<file path="src/rtl/led_shift_pkg.sv">
package led_shift_pkg;

    typedef enum logic [2:0] {
        ST_WAIT  = 3'd0,
        ST_START = 3'd1,
        ST_SHIFT = 3'd2,
        ST_PAD   = 3'd3,
        ST_LATCH = 3'd4
    } seq_state_t;

    typedef enum logic {
        MODE_DRV = 1'b0,
        MODE_SR  = 1'b1
    } frame_mode_t;

endpackage

</file>
<file path="src/rtl/led_clk_prescaler.sv">
module led_clk_prescaler #(
    parameter int HALF_DIV = 34723
) (
    input  logic clk,
    input  logic rst_n,
    output logic led_clk,
    output logic fall_tick
);
    localparam int CW = (HALF_DIV > 1) ? $clog2(HALF_DIV) : 1;
    localparam logic [CW-1:0] LAST = CW'(HALF_DIV - 1);

    logic [CW-1:0] cnt;
    logic          clk_q;

    always_ff @(posedge clk) begin
        if (!rst_n) begin
            cnt   <= '0;
            clk_q <= 1'b0;
        end else if (cnt == LAST) begin
            cnt   <= '0;
            clk_q <= ~clk_q;
        end else begin
            cnt <= cnt + CW'(1);
        end
    end

    assign led_clk   = clk_q;
    // high half ends now: the sequencer advances on this cycle
    assign fall_tick = (cnt == LAST) && clk_q;

    assert_toggle_terminal_R2: assert property (@(posedge clk) disable iff (!rst_n)
        (clk_q != $past(clk_q)) |-> ($past(cnt) == LAST));

    assert_count_range_R2: assert property (@(posedge clk) disable iff (!rst_n)
        cnt <= LAST);

endmodule

</file>
<file path="src/rtl/led_frame_seq.sv">
module led_frame_seq
    import led_shift_pkg::*;
#(
    parameter int NUM_LEDS  = 30,
    parameter int DRV_FRAME = 36,
    parameter int REG_BITS  = 8
) (
    input  logic                clk,
    input  logic                rst_n,
    input  logic                step,
    input  logic                ctrl_mode,
    input  logic [NUM_LEDS-1:0] led_status,
    output seq_state_t          state,
    output frame_mode_t         mode_q,
    output logic                bit_val
);
    localparam int DRV_PAD = DRV_FRAME - 1 - NUM_LEDS;
    localparam int SR_LEN  = ((NUM_LEDS + REG_BITS - 1) / REG_BITS) * REG_BITS;
    localparam int SR_PAD  = SR_LEN - NUM_LEDS;
    localparam int MAX_PAD = (DRV_PAD > SR_PAD) ? DRV_PAD : SR_PAD;
    localparam int PW      = $clog2(MAX_PAD + 2);
    localparam int IW      = (NUM_LEDS > 1) ? $clog2(NUM_LEDS) : 1;
    localparam logic [IW-1:0] IDX_LAST = IW'(NUM_LEDS - 1);

    seq_state_t          nxt_state;
    logic [IW-1:0]       idx;
    logic [PW-1:0]       pad_cnt;
    logic [PW-1:0]       pad_len;
    logic [NUM_LEDS-1:0] shadow;
    logic                load;
    logic                idx_last;

    assign pad_len  = (mode_q == MODE_SR) ? PW'(SR_PAD) : PW'(DRV_PAD);
    assign idx_last = (idx == IDX_LAST);

    // next-state decision, applied only on a step
    always_comb begin
        nxt_state = state;
        load      = 1'b0;
        unique case (state)
            ST_WAIT:  load = 1'b1;
            ST_START: nxt_state = ST_SHIFT;
            ST_SHIFT: begin
                if (idx_last) begin
                    if (pad_len != '0)          nxt_state = ST_PAD;
                    else if (mode_q == MODE_SR) nxt_state = ST_LATCH;
                    else                        load = 1'b1;
                end
            end
            ST_PAD: begin
                if (pad_cnt == pad_len - PW'(1)) begin
                    if (mode_q == MODE_SR) nxt_state = ST_LATCH;
                    else                   load = 1'b1;
                end
            end
            ST_LATCH: load = 1'b1;
            default:  load = 1'b1;
        endcase
        if (load) nxt_state = ctrl_mode ? ST_SHIFT : ST_START;
    end

    // state register
    always_ff @(posedge clk) begin
        if (!rst_n)    state <= ST_WAIT;
        else if (step) state <= nxt_state;
    end

    // frame datapath: shadow capture, bit index, fill counter
    always_ff @(posedge clk) begin
        if (!rst_n) begin
            idx     <= '0;
            pad_cnt <= '0;
            shadow  <= '0;
            mode_q  <= MODE_DRV;
        end else if (step) begin
            if (load) begin
                shadow  <= led_status;
                mode_q  <= frame_mode_t'(ctrl_mode);
                idx     <= '0;
                pad_cnt <= '0;
            end else begin
                if (state == ST_SHIFT && !idx_last) idx <= idx + IW'(1);
                if (state == ST_PAD) pad_cnt <= pad_cnt + PW'(1);
            end
        end
    end

    // logical bit of the current period, before polarity
    always_comb begin
        unique case (state)
            ST_START: bit_val = 1'b1;
            ST_SHIFT: bit_val = shadow[idx];
            default:  bit_val = 1'b0;
        endcase
    end

    assert_idx_range_R5: assert property (@(posedge clk) disable iff (!rst_n)
        idx <= IDX_LAST);

    assert_mode_at_boundary_R4: assert property (@(posedge clk) disable iff (!rst_n)
        !(step && load) |=> $stable(mode_q));

    assert_shadow_hold_R10: assert property (@(posedge clk) disable iff (!rst_n)
        !(step && load) |=> $stable(shadow));

    assert_latch_sr_only_R9: assert property (@(posedge clk) disable iff (!rst_n)
        (state == ST_LATCH) |-> (mode_q == MODE_SR));

endmodule

</file>
<file path="src/rtl/led_pin_driver.sv">
module led_pin_driver
    import led_shift_pkg::*;
(
    input  seq_state_t  state,
    input  frame_mode_t mode_q,
    input  logic        bit_val,
    output logic        pin_data,
    output logic        pin_latch
);
    always_comb begin
        unique case (mode_q)
            MODE_SR:  pin_data = ~bit_val;
            default:  pin_data = bit_val;
        endcase
        pin_latch = (state == ST_LATCH);
    end
endmodule

</file>
<file path="src/rtl/led_serial_shifter.sv">
module led_serial_shifter
    import led_shift_pkg::*;
#(
    parameter int HALF_DIV  = 34723,
    parameter int NUM_LEDS  = 30,
    parameter int DRV_FRAME = 36,
    parameter int REG_BITS  = 8
) (
    input  logic                clk,
    input  logic                rst_n,
    input  logic                ctrl_mode,
    input  logic [NUM_LEDS-1:0] led_status,
    output logic                led_clk,
    output logic                led_data,
    output logic                led_latch
);
    logic        fall_tick;
    logic        bit_val;
    seq_state_t  state;
    frame_mode_t mode_q;

    led_clk_prescaler #(.HALF_DIV(HALF_DIV)) u_div (
        .clk       (clk),
        .rst_n     (rst_n),
        .led_clk   (led_clk),
        .fall_tick (fall_tick)
    );

    led_frame_seq #(
        .NUM_LEDS  (NUM_LEDS),
        .DRV_FRAME (DRV_FRAME),
        .REG_BITS  (REG_BITS)
    ) u_seq (
        .clk        (clk),
        .rst_n      (rst_n),
        .step       (fall_tick),
        .ctrl_mode  (ctrl_mode),
        .led_status (led_status),
        .state      (state),
        .mode_q     (mode_q),
        .bit_val    (bit_val)
    );

    led_pin_driver u_pins (
        .state     (state),
        .mode_q    (mode_q),
        .bit_val   (bit_val),
        .pin_data  (led_data),
        .pin_latch (led_latch)
    );

    assert_data_at_fall_R3: assert property (@(posedge clk) disable iff (!rst_n)
        !$fell(led_clk) |-> $stable(led_data));

    assert_latch_low_drv_R6: assert property (@(posedge clk) disable iff (!rst_n)
        (mode_q == MODE_DRV) |-> !led_latch);

    assert_latch_at_fall_R9: assert property (@(posedge clk) disable iff (!rst_n)
        !$fell(led_clk) |-> $stable(led_latch));

endmodule

</file>
<file path="config.mk">
export PLATFORM = sky130hd
export DESIGN_NAME = led_serial_shifter
export DESIGN_NICKNAME = d
export VERILOG_FILES = /design/src/rtl/led_shift_pkg.sv /design/src/rtl/led_clk_prescaler.sv /design/src/rtl/led_frame_seq.sv /design/src/rtl/led_pin_driver.sv /design/src/rtl/led_serial_shifter.sv
export SDC_FILE = /design/constraint.sdc
export NUM_CORES = 1
export LEC_CHECK = 0
export ABC_AREA = 1
export BUFFER_PORTS_ARGS = -buffer_cell sky130_fd_sc_hd__clkbuf_2
export CORE_UTILIZATION = 55
export DETAILED_ROUTE_END_ITERATION = 10
export PLACE_DENSITY = 0.76
export SYNTH_ARGS = -nofsm -noshare
export SYNTH_HDL_FRONTEND = slang
export SYNTH_SLANG_ARGS = --single-unit
</file>
<file path="constraint.sdc">
create_clock -name clk -period 3 [get_ports clk]
set_input_delay 0.9 -clock clk [delete_from_list [all_inputs] [get_ports clk]]
set_output_delay 0.9 -clock clk [all_outputs]
set_load 0.01 [all_outputs]
</file>
==> impl_summary.txt, run 1 <==
----------------------------------------------------
[Timing]
  Final-report hold violation count ... 0
  RSZ-0062 raised after global routing ... no
  Worst hold-check slack ... between 0.4 and 0.5 ns
  Setup-violating endpoint count in the final report ... 0
  Worst clock skew on the final layout ... 0.00546 ns
  Number of pins exceeding their max-slew limit in the final report ... 0
  Worst relative slew slack ... approximately 70%
  Post-layout minimum cycle time ... 2.70 ns
  Upper clock frequency limit ... between 300 and 400 MHz
  Worst-margin pin slew ... 0.440 ns
  Final worst-path cycle share ... 90.1%
  Aggregate negative setup slack ... 0 ns

[Placement]
  Placer congestion estimate ... between 0.8 and 0.9
  Port buffer count ... 35
  Detail Placement HPWL ... roughly 4600 um

[Logic synthesis]
  Most used flip-flop cell after synthesis ... sky130_fd_sc_hd__dfxtp_1
  Post-synth cell types ... 33
  Cell type with the highest aggregate area in the netlist ... sky130_fd_sc_hd__dfxtp_1
  Syn nets ... roughly 470
  Avg Cell Area, Syn ... 7.12 um2
  Area fraction of the dominant cell type after synthesis ... approximately two fifths
  Share of synthesized area occupied by flip-flops and latches ... roughly two fifths
  Share of async-settable or async-resettable flops after synthesis ... 0%
  Synth Instances ... around 430
  Post-Syn Area ... 0.00307 mm2
  Top area cells in the synthesized netlist ... sky130_fd_sc_hd__dfxtp_1 (38%), sky130_fd_sc_hd__nand2_1 (11%), sky130_fd_sc_hd__nand3_1 (6.7%)
  Post-synthesis register bit count ... between 50 and 60
  Count of flip-flops with a built-in enable after synthesis ... 0
  Number of warnings printed during yosys synthesis ... 0

[Global routing]
  GRT overflow ... 0
  Number of global-route vias before repair ... about 2600
  GRT Overall Usage ... a little under a quarter
  Maximum number of pins on one net before global-route repair ... 46
  Number of antenna violations at the first check in global routing ... 0
  First-pass GRT wire length ... roughly 11000 um

[Floorplan]
  Total number of placement rows ... 26
  Die Area ... 0.00588 mm2
  Area of the core region ... ~0.0052 mm2
  Total I/O pin count ... 36
  Die height ... 76.7 um
  Starting density of the core ... 58.6%
  Overall die width ... 76.7 um

[Job]
  Max-cap violations ... 0

[Critical path]
  Crit. End Element ... output pin
  Worst reg2reg setup slack ... about 1.2 ns
  Crit path capture ... led_data
  Logic depth of the worst register-to-register path ... 9
  Reg2Reg Capture Point ... u_div.cnt[9]$_SDFF_PP0_
  Launching instance or port of the critical path ... u_seq.idx[0]$_SDFFE_PN0P_
  R2r startpoint ... u_div.cnt[0]$_SDFF_PP0_
  Worst Path Class, Setup ... flop to output pin
  Type of element launching the critical path ... flop
  Required time at the endpoint of the critical path ... between 2 and 2.5 ns
  Worst Path Arrival ... approximately 1.8 ns
  Max FO, Critical Path ... 14

[Pwr]
  Power density over the cells ... roughly 470 mW/mm2
  Leakage ... 1.37 nW
  Max IR drop VDD ... roughly 300 uV

[Clock tree]
  Clk_lat worst skew ... 0.34 ns
  Clock H-tree levels ... 3
  CTS tree ... built
  Hold buffer count at cts ... 0
  Buffer type at the clock tree root ... sky130_fd_sc_hd__clkbuf_8
  Buffer depth of the longest clock path ... 2
  Clock buffers created by TritonCTS ... 9
  Worst-path clk slew ... roughly 0.060 ns
  Number of sinks driven by the clock tree ... 59

[Routing]
  Routed vias ... between 2000 and 3000
  Routed wire length ... between 6000 and 7000 um
  Highest Signal Layer ... met4
  DRC marker count from the first detailed-route iteration ... 170
  Routed Antenna Nets ... 0
  Met1 layer wirelength in the final routing ... 3040 um
  Initial DRT Pass Iterations ... 5
  Detail-routed net length per standard cell ... 11.9 um
  Routed length on met3 ... 256 um
  Met2 wire length ... ~3000 um
  Ratio of routed vias to standard cells ... around 5.2
  DRC violations left ... 0

[Run status]
  Status ... complete, no violations

[Final layout]
  Share of final-layout standard cells stronger than drive strength 1 ... between 20% and 30%
  P&R area growth vs syn ... 13.1%
  Final nets ... about 500
  Antenna diode instance count ... 0

[Worst hold path]
  Worst hold path type ... flop to flop

----------------------------------------------------
==> per-layer routing <==
metal | vias up | track usage, %
li1 | 1466 | -
met1 | 1266 | 29.0
met2 | 60 | 37.6
met3 | 13 | 6.43
met4 | 0 | 10.4
met5 | - | 0
==> worst min path at each step <==
| stage | from | cells after the start | slack, ns | end |
|---|---|---|---|---|
| after floorplan | u_seq.shadow[1]$_SDFFE_PN0P_ | 2 | 0.43 | u_seq.shadow[1]$_SDFFE_PN0P_ |
| after global placement | u_seq.shadow[1]$_SDFFE_PN0P_ | 2 | 0.44 | u_seq.shadow[1]$_SDFFE_PN0P_ |
| after detailed placement | u_seq.shadow[1]$_SDFFE_PN0P_ | 2 | 0.45 | u_seq.shadow[1]$_SDFFE_PN0P_ |
| after CTS | u_seq.shadow[1]$_SDFFE_PN0P_ | 2 | 0.46 | u_seq.shadow[1]$_SDFFE_PN0P_ |
| after global routing | u_seq.shadow[1]$_SDFFE_PN0P_ | 2 | 0.48 | u_seq.shadow[1]$_SDFFE_PN0P_ |
| final | u_seq.shadow[1]$_SDFFE_PN0P_ | 2 | 0.45 | u_seq.shadow[1]$_SDFFE_PN0P_ |
==> layout make-up <==
type	instances	area, um2
inverters	56	215
well taps	70	87.6
clock inverters	1	30.0
flip-flops and latches	59	1180
fillers	490	1770
multi-input cells	302	1580
repair buffers	37	190
clock buffers	14	183
==> worst max-delay path: stages (launching register included) <==
cell                       delay (ns)
sky130_fd_sc_hd__dfxtp_1         0.31
sky130_fd_sc_hd__inv_1           0.29
sky130_fd_sc_hd__nand2_1         0.13
sky130_fd_sc_hd__nand3_1         0.11
sky130_fd_sc_hd__nand3_1         0.09
sky130_fd_sc_hd__nand3_1         0.08
sky130_fd_sc_hd__nand2_1         0.06
sky130_fd_sc_hd__nand3_1         0.12
sky130_fd_sc_hd__nand2_1         0.06
sky130_fd_sc_hd__nand2_1         0.05
sky130_fd_sc_hd__nand2_1         0.05
sky130_fd_sc_hd__clkbuf_2        0.12
==> registers in the layout, indices dropped and copies added, names as in the netlist <==
register,count
u_seq.idx,5
u_seq.pad_cnt,3
u_seq.mode_q,1
u_div.led_clk,1
u_seq.state,3
u_div.cnt,16
u_seq.shadow,30
==> logic make-up after synthesis <==
| logic type | share of synthesized area [%] |
|---|---|
| and+or+nand+nor | 30.7 |
| adders and majority gates | 2.04 |
| buffers and inverters | 9.95 |
| DFF | 38.5 |
| xor gates and xnor gates | 1.14 |
| AOI/OAI and AO/OA | 17.7 |
==> where the power goes <==
group	internal, W	switching (W)	total (W)
clock	0.000470	0.000296	0.000766
sequential	0.000787	0.00000414	0.000791
combinational	0.0000267	0.0000336	0.0000603
==> timing repair <==
| item | in CTS | in global routing |
|---|---|---|
| setup buffers | 0 | 0 |
| gates resized for setup | 0 | 1 |
| endpoints found under the setup margin | 0 | 1 |
==> synth_stat cells (5+ instances only) <==
| master | n |
|---|---|
| sky130_fd_sc_hd__nand4_1 | 8 |
| sky130_fd_sc_hd__dfxtp_1 | 59 |
| sky130_fd_sc_hd__nand2_1 | 88 |
| sky130_fd_sc_hd__a21oi_2 | 12 |
| sky130_fd_sc_hd__o21ai_2 | 13 |
| sky130_fd_sc_hd__buf_2 | 6 |
| sky130_fd_sc_hd__o21ai_1 | 6 |
| sky130_fd_sc_hd__nand3_1 | 41 |
| sky130_fd_sc_hd__inv_1 | 52 |
| sky130_fd_sc_hd__a21oi_1 | 35 |
| sky130_fd_sc_hd__o21ai_0 | 21 |
| sky130_fd_sc_hd__nor2_1 | 47 |
| sky130_fd_sc_hd__ha_1 | 5 |
==> stage by stage <==
stage	instance area [um2]	setup WS, ns	power (W)	utilization (%)	std cells
floorplan	3070	0.813	0.000839	-	431
global placement	3260	0.578	0.000867	62.2	524
detailed placement	3260	0.536	0.000868	62.2	524
CTS	3470	0.150	0.00163	66.2	539
global route	3470	0.0874	0.00167	66.3	539
finish	3470	0.298	0.00162	66.3	539
==> cells in the final DEF, fill, tap and decap left out, drive strengths merged <==
master and instances:
nand2 90, dfxtp 59, inv 55, nor2 55
clkbuf 49, a21oi 47, nand3 42, o21ai 40
nand4 8, ha 5, nor3 5, xor2 3
nor3b 2, o21a 2, buf 2, nand3b 1
clkinv 1, xnor2 1, or2 1, bufinv 1
Power figures use the tool's default switching activity.
==> run 2: changes to the inputs <==
--- a/config.mk
+++ b/config.mk
@@ -7,9 +7,9 @@
 export LEC_CHECK = 0
 export ABC_AREA = 1
 export BUFFER_PORTS_ARGS = -buffer_cell sky130_fd_sc_hd__clkbuf_2
-export CORE_UTILIZATION = 55
+export CORE_MARGIN = 2
+export CORE_UTILIZATION = 35
 export DETAILED_ROUTE_END_ITERATION = 10
-export PLACE_DENSITY = 0.76
 export SYNTH_ARGS = -nofsm -noshare
 export SYNTH_HDL_FRONTEND = slang
 export SYNTH_SLANG_ARGS = --single-unit
==> impl_summary.txt, run 2 (synthesis results as in run 1) <==
----------------------------------------------------
[Timing]
  Worst relative slew slack ... between 70% and 80%
  Upper clock frequency limit ... about 370 MHz
  Final worst-path cycle share ... 90.1%
  Worst-margin pin slew ... around 0.42 ns
  Setup-violating endpoint count in the final report ... 0
  Number of pins exceeding their max-slew limit in the final report ... 0
  RSZ-0062 raised after global routing ... no
  Worst setup slack after layout ... slightly below 0.3 ns
  Worst clock skew on the final layout ... 0.00811 ns
  Worst hold-check slack ... between 0.4 and 0.5 ns
  Final-report hold violation count ... 0
  Post-layout minimum cycle time ... roughly 2.7 ns
  Aggregate negative setup slack ... 0 ns

[Clock tree]
  Clock H-tree levels ... 3
  Clock buffers created by TritonCTS ... 9
  Post-CTS Setup Repair Bufs ... 0
  Clk_lat worst skew ... roughly 0.34 ns
  Worst-path clk slew ... 0.07 ns
  Number of sinks driven by the clock tree ... 59
  CTS tree ... built
  Buffer type at the clock tree root ... sky130_fd_sc_hd__clkbuf_8
  Buffer depth of the longest clock path ... 2

[Final layout]
  Flip-flop and latch area ... around 0.0012 mm2
  Largest reg by FF count ... u_seq.shadow
  Share of final-layout standard cells stronger than drive strength 1 ... approximately a fifth
  Footprint of the multi-input gates ... between 0.0015 and 0.002 mm2
  Final-layout fill cell count ... a little over 900
  Final Instance Count excl. Fillers ... approximately 580
  P&R area growth vs syn ... 14.1%
  Final nets ... 503
  Antenna diode instance count ... 0
  Registers with the most flip-flops ... u_seq.shadow (30), u_div.cnt (16), u_seq.idx (5)
  Most common cell after layout, fill and taps aside ... sky130_fd_sc_hd__nand2_1
  Top library cells by usage in the layout, fill and taps aside ... sky130_fd_sc_hd__nand2_1 (88), sky130_fd_sc_hd__dfxtp_1 (58), sky130_fd_sc_hd__inv_1 (52)
  Max FFs per register ... 30

[Pwr]
  Power density over the cells ... 445 mW/mm2
  Max IR drop VDD ... between 150 and 200 uV
  Leakage ... 1.37 nW

[Routing]
  Met2 wire length ... 2750 um
  Ratio of routed vias to standard cells ... approximately 4.7
  DRC violations left ... 0
  Met1 layer wirelength in the final routing ... approximately 3300 um
  Detail-routed net length per standard cell ... 11.2 um
  Routed Antenna Nets ... 0
  Routed vias ... approximately 2700
  Highest Signal Layer ... met4
  Routed wire length ... 6470 um
  DRC marker count from the first detailed-route iteration ... between 100 and 150
  Initial DRT Pass Iterations ... 4
  Routed length on met3 ... about 260 um

[Job]
  Max-cap violations ... 0

[Floorplan]
  Overall die width ... 97.6 um
  Total I/O pin count ... 36
  Total number of placement rows ... 34
  Area of the core region ... between 0.008 and 0.009 mm2
  Die height ... 97.6 um
  Starting density of the core ... a little over a third
  Die Area ... between 0.009 and 0.01 mm2

[Critical path]
  Cell repeated most along the worst path ... sky130_fd_sc_hd__nand2_1
  Worst reg2reg setup slack ... about 1.2 ns
  R2r startpoint ... u_div.cnt[0]$_SDFF_PP0_
  Required time at the endpoint of the critical path ... ~2.1 ns
  Reg2Reg Capture Point ... u_seq.shadow[3]$_SDFFE_PN0P_
  Worst Path Arrival ... about 1.8 ns
  Cell chain of the critical path ... inv_1, nand2_1, nand3_1, nand3_1, nand2_1, nor2_1, nand2_1, nand3_1, nand2_1, nand2_1, nand2_1, clkbuf_2
  Worst-path cell with the longest stage delay ... sky130_fd_sc_hd__inv_1
  Crit. End Element ... output pin
  Maximum single-stage delay on the critical path ... roughly 0.32 ns
  Family with the most delay on the worst path ... simple AND/OR/NAND/NOR gates
  Type of element launching the critical path ... flop
  Logic depth of the worst register-to-register path ... 9
  Max FO, Critical Path ... 14
  Worst Path Class, Setup ... flop to output pin
  Crit path buffers/inverters ... 2

[Placement]
  Placement Setup Slack ... between 0.4 and 0.5 ns
  Port buffer count ... 35
  Detail Placement HPWL ... 4720 um
  Cells after DPL ... approximately 560
  Placer congestion estimate ... between 0.8 and 0.9

[Worst hold path]
  Min-delay src ... u_seq.shadow[1]$_SDFFE_PN0P_
  Worst hold path depth ... 2
  Worst hold path type ... flop to flop
  Endpoint of the worst hold path ... u_seq.shadow[1]$_SDFFE_PN0P_

[Global routing]
  Number of global-route vias before repair ... about 2500
  GRT Overall Usage ... around 15%
  GRT overflow ... 0
  Maximum number of pins on one net before global-route repair ... 46
  Number of antenna violations at the first check in global routing ... 0
  First-pass GRT wire length ... ~12000 um

[Run status]
  Status ... complete, no violations

----------------------------------------------------
[run 2: through the flow]
| step | power (W) | util, % | instance area (um2) |
|---|---|---|---|
| finish | 0.00156 | 40.8 | 3500 |
| global route | 0.00163 | 40.8 | 3500 |
| CTS | 0.00159 | 40.8 | 3500 |
| detailed placement | 0.000870 | 38.5 | 3300 |
| global placement | 0.000868 | 38.5 | 3300 |
| floorplan | 0.000839 | - | 3070 |
[run 2: what timing repair did]
action | 4_1_cts | 5_1_grt
setup endpoints to repair | 0 | 1
hold buffers | 0 | 0
resized for setup | 0 | 1
[run 2: final cells by class]
| type | count | share of cell area, % |
|---|---|---|
| Clock buffer | 14 | 5.50 |
| Clock inverter | 1 | 0.143 |
| Inverter | 56 | 6.14 |
| Multi-Input combinational cell | 302 | 45.2 |
| Sequential cell | 59 | 33.7 |
| Tap cell | 108 | 3.86 |
| Timing Repair Buffer | 37 | 5.43 |
[run 2: where the power goes]
group / leakage, nW / total [W] / switching (W) / internal (W)
combinational: 0.787 / 0.0000606 / 0.0000337 / 0.0000269
clock: 0.105 / 0.000708 / 0.000301 / 0.000407
sequential: 0.476 / 0.000791 / 0.00000446 / 0.000787
total: 1.37 / 0.00156 / 0.000339 / 0.00122
[run 2: routing by layer]
| layer | vias up | global-route usage, % |
|---|---|---|
| li1 | 1461 | - |
| met1 | 1223 | 20.6 |
| met2 | 43 | 21.4 |
| met3 | 10 | 3.45 |
| met4 | 0 | 7.48 |
| met5 | - | 0 |
[run 2: how the worst max path moves through the flow]
| stage | startpoint | endpoint | cells after the start |
|---|---|---|---|
| 6_report | u_seq.idx[0]$_SDFFE_PN0P_ | led_data | 12 |
| 5_1_grt | u_seq.idx[0]$_SDFFE_PN0P_ | led_data | 12 |
| 4_1_cts | u_seq.idx[1]$_SDFFE_PN0P_ | led_data | 11 |
| 3_5_place_dp | u_seq.idx[1]$_SDFFE_PN0P_ | led_data | 11 |
| 3_3_place_gp | u_seq.idx[1]$_SDFFE_PN0P_ | led_data | 11 |
| 2_1_floorplan | u_seq.idx[0]$_SDFFE_PN0P_ | led_data | 11 |
[run 2: worst reg2reg max path, stage by stage, from the launching register on]
cell and delay [ns]:
sky130_fd_sc_hd__dfxtp_1 0.35, sky130_fd_sc_hd__inv_1 0.07, sky130_fd_sc_hd__ha_1 0.20, sky130_fd_sc_hd__nand4_1 0.11
sky130_fd_sc_hd__nor2_1 0.10, sky130_fd_sc_hd__nand2_1 0.13, sky130_fd_sc_hd__nor2_4 0.16, sky130_fd_sc_hd__nand2_8 0.21
sky130_fd_sc_hd__o21ai_0 0.31, sky130_fd_sc_hd__a21oi_1 0.06
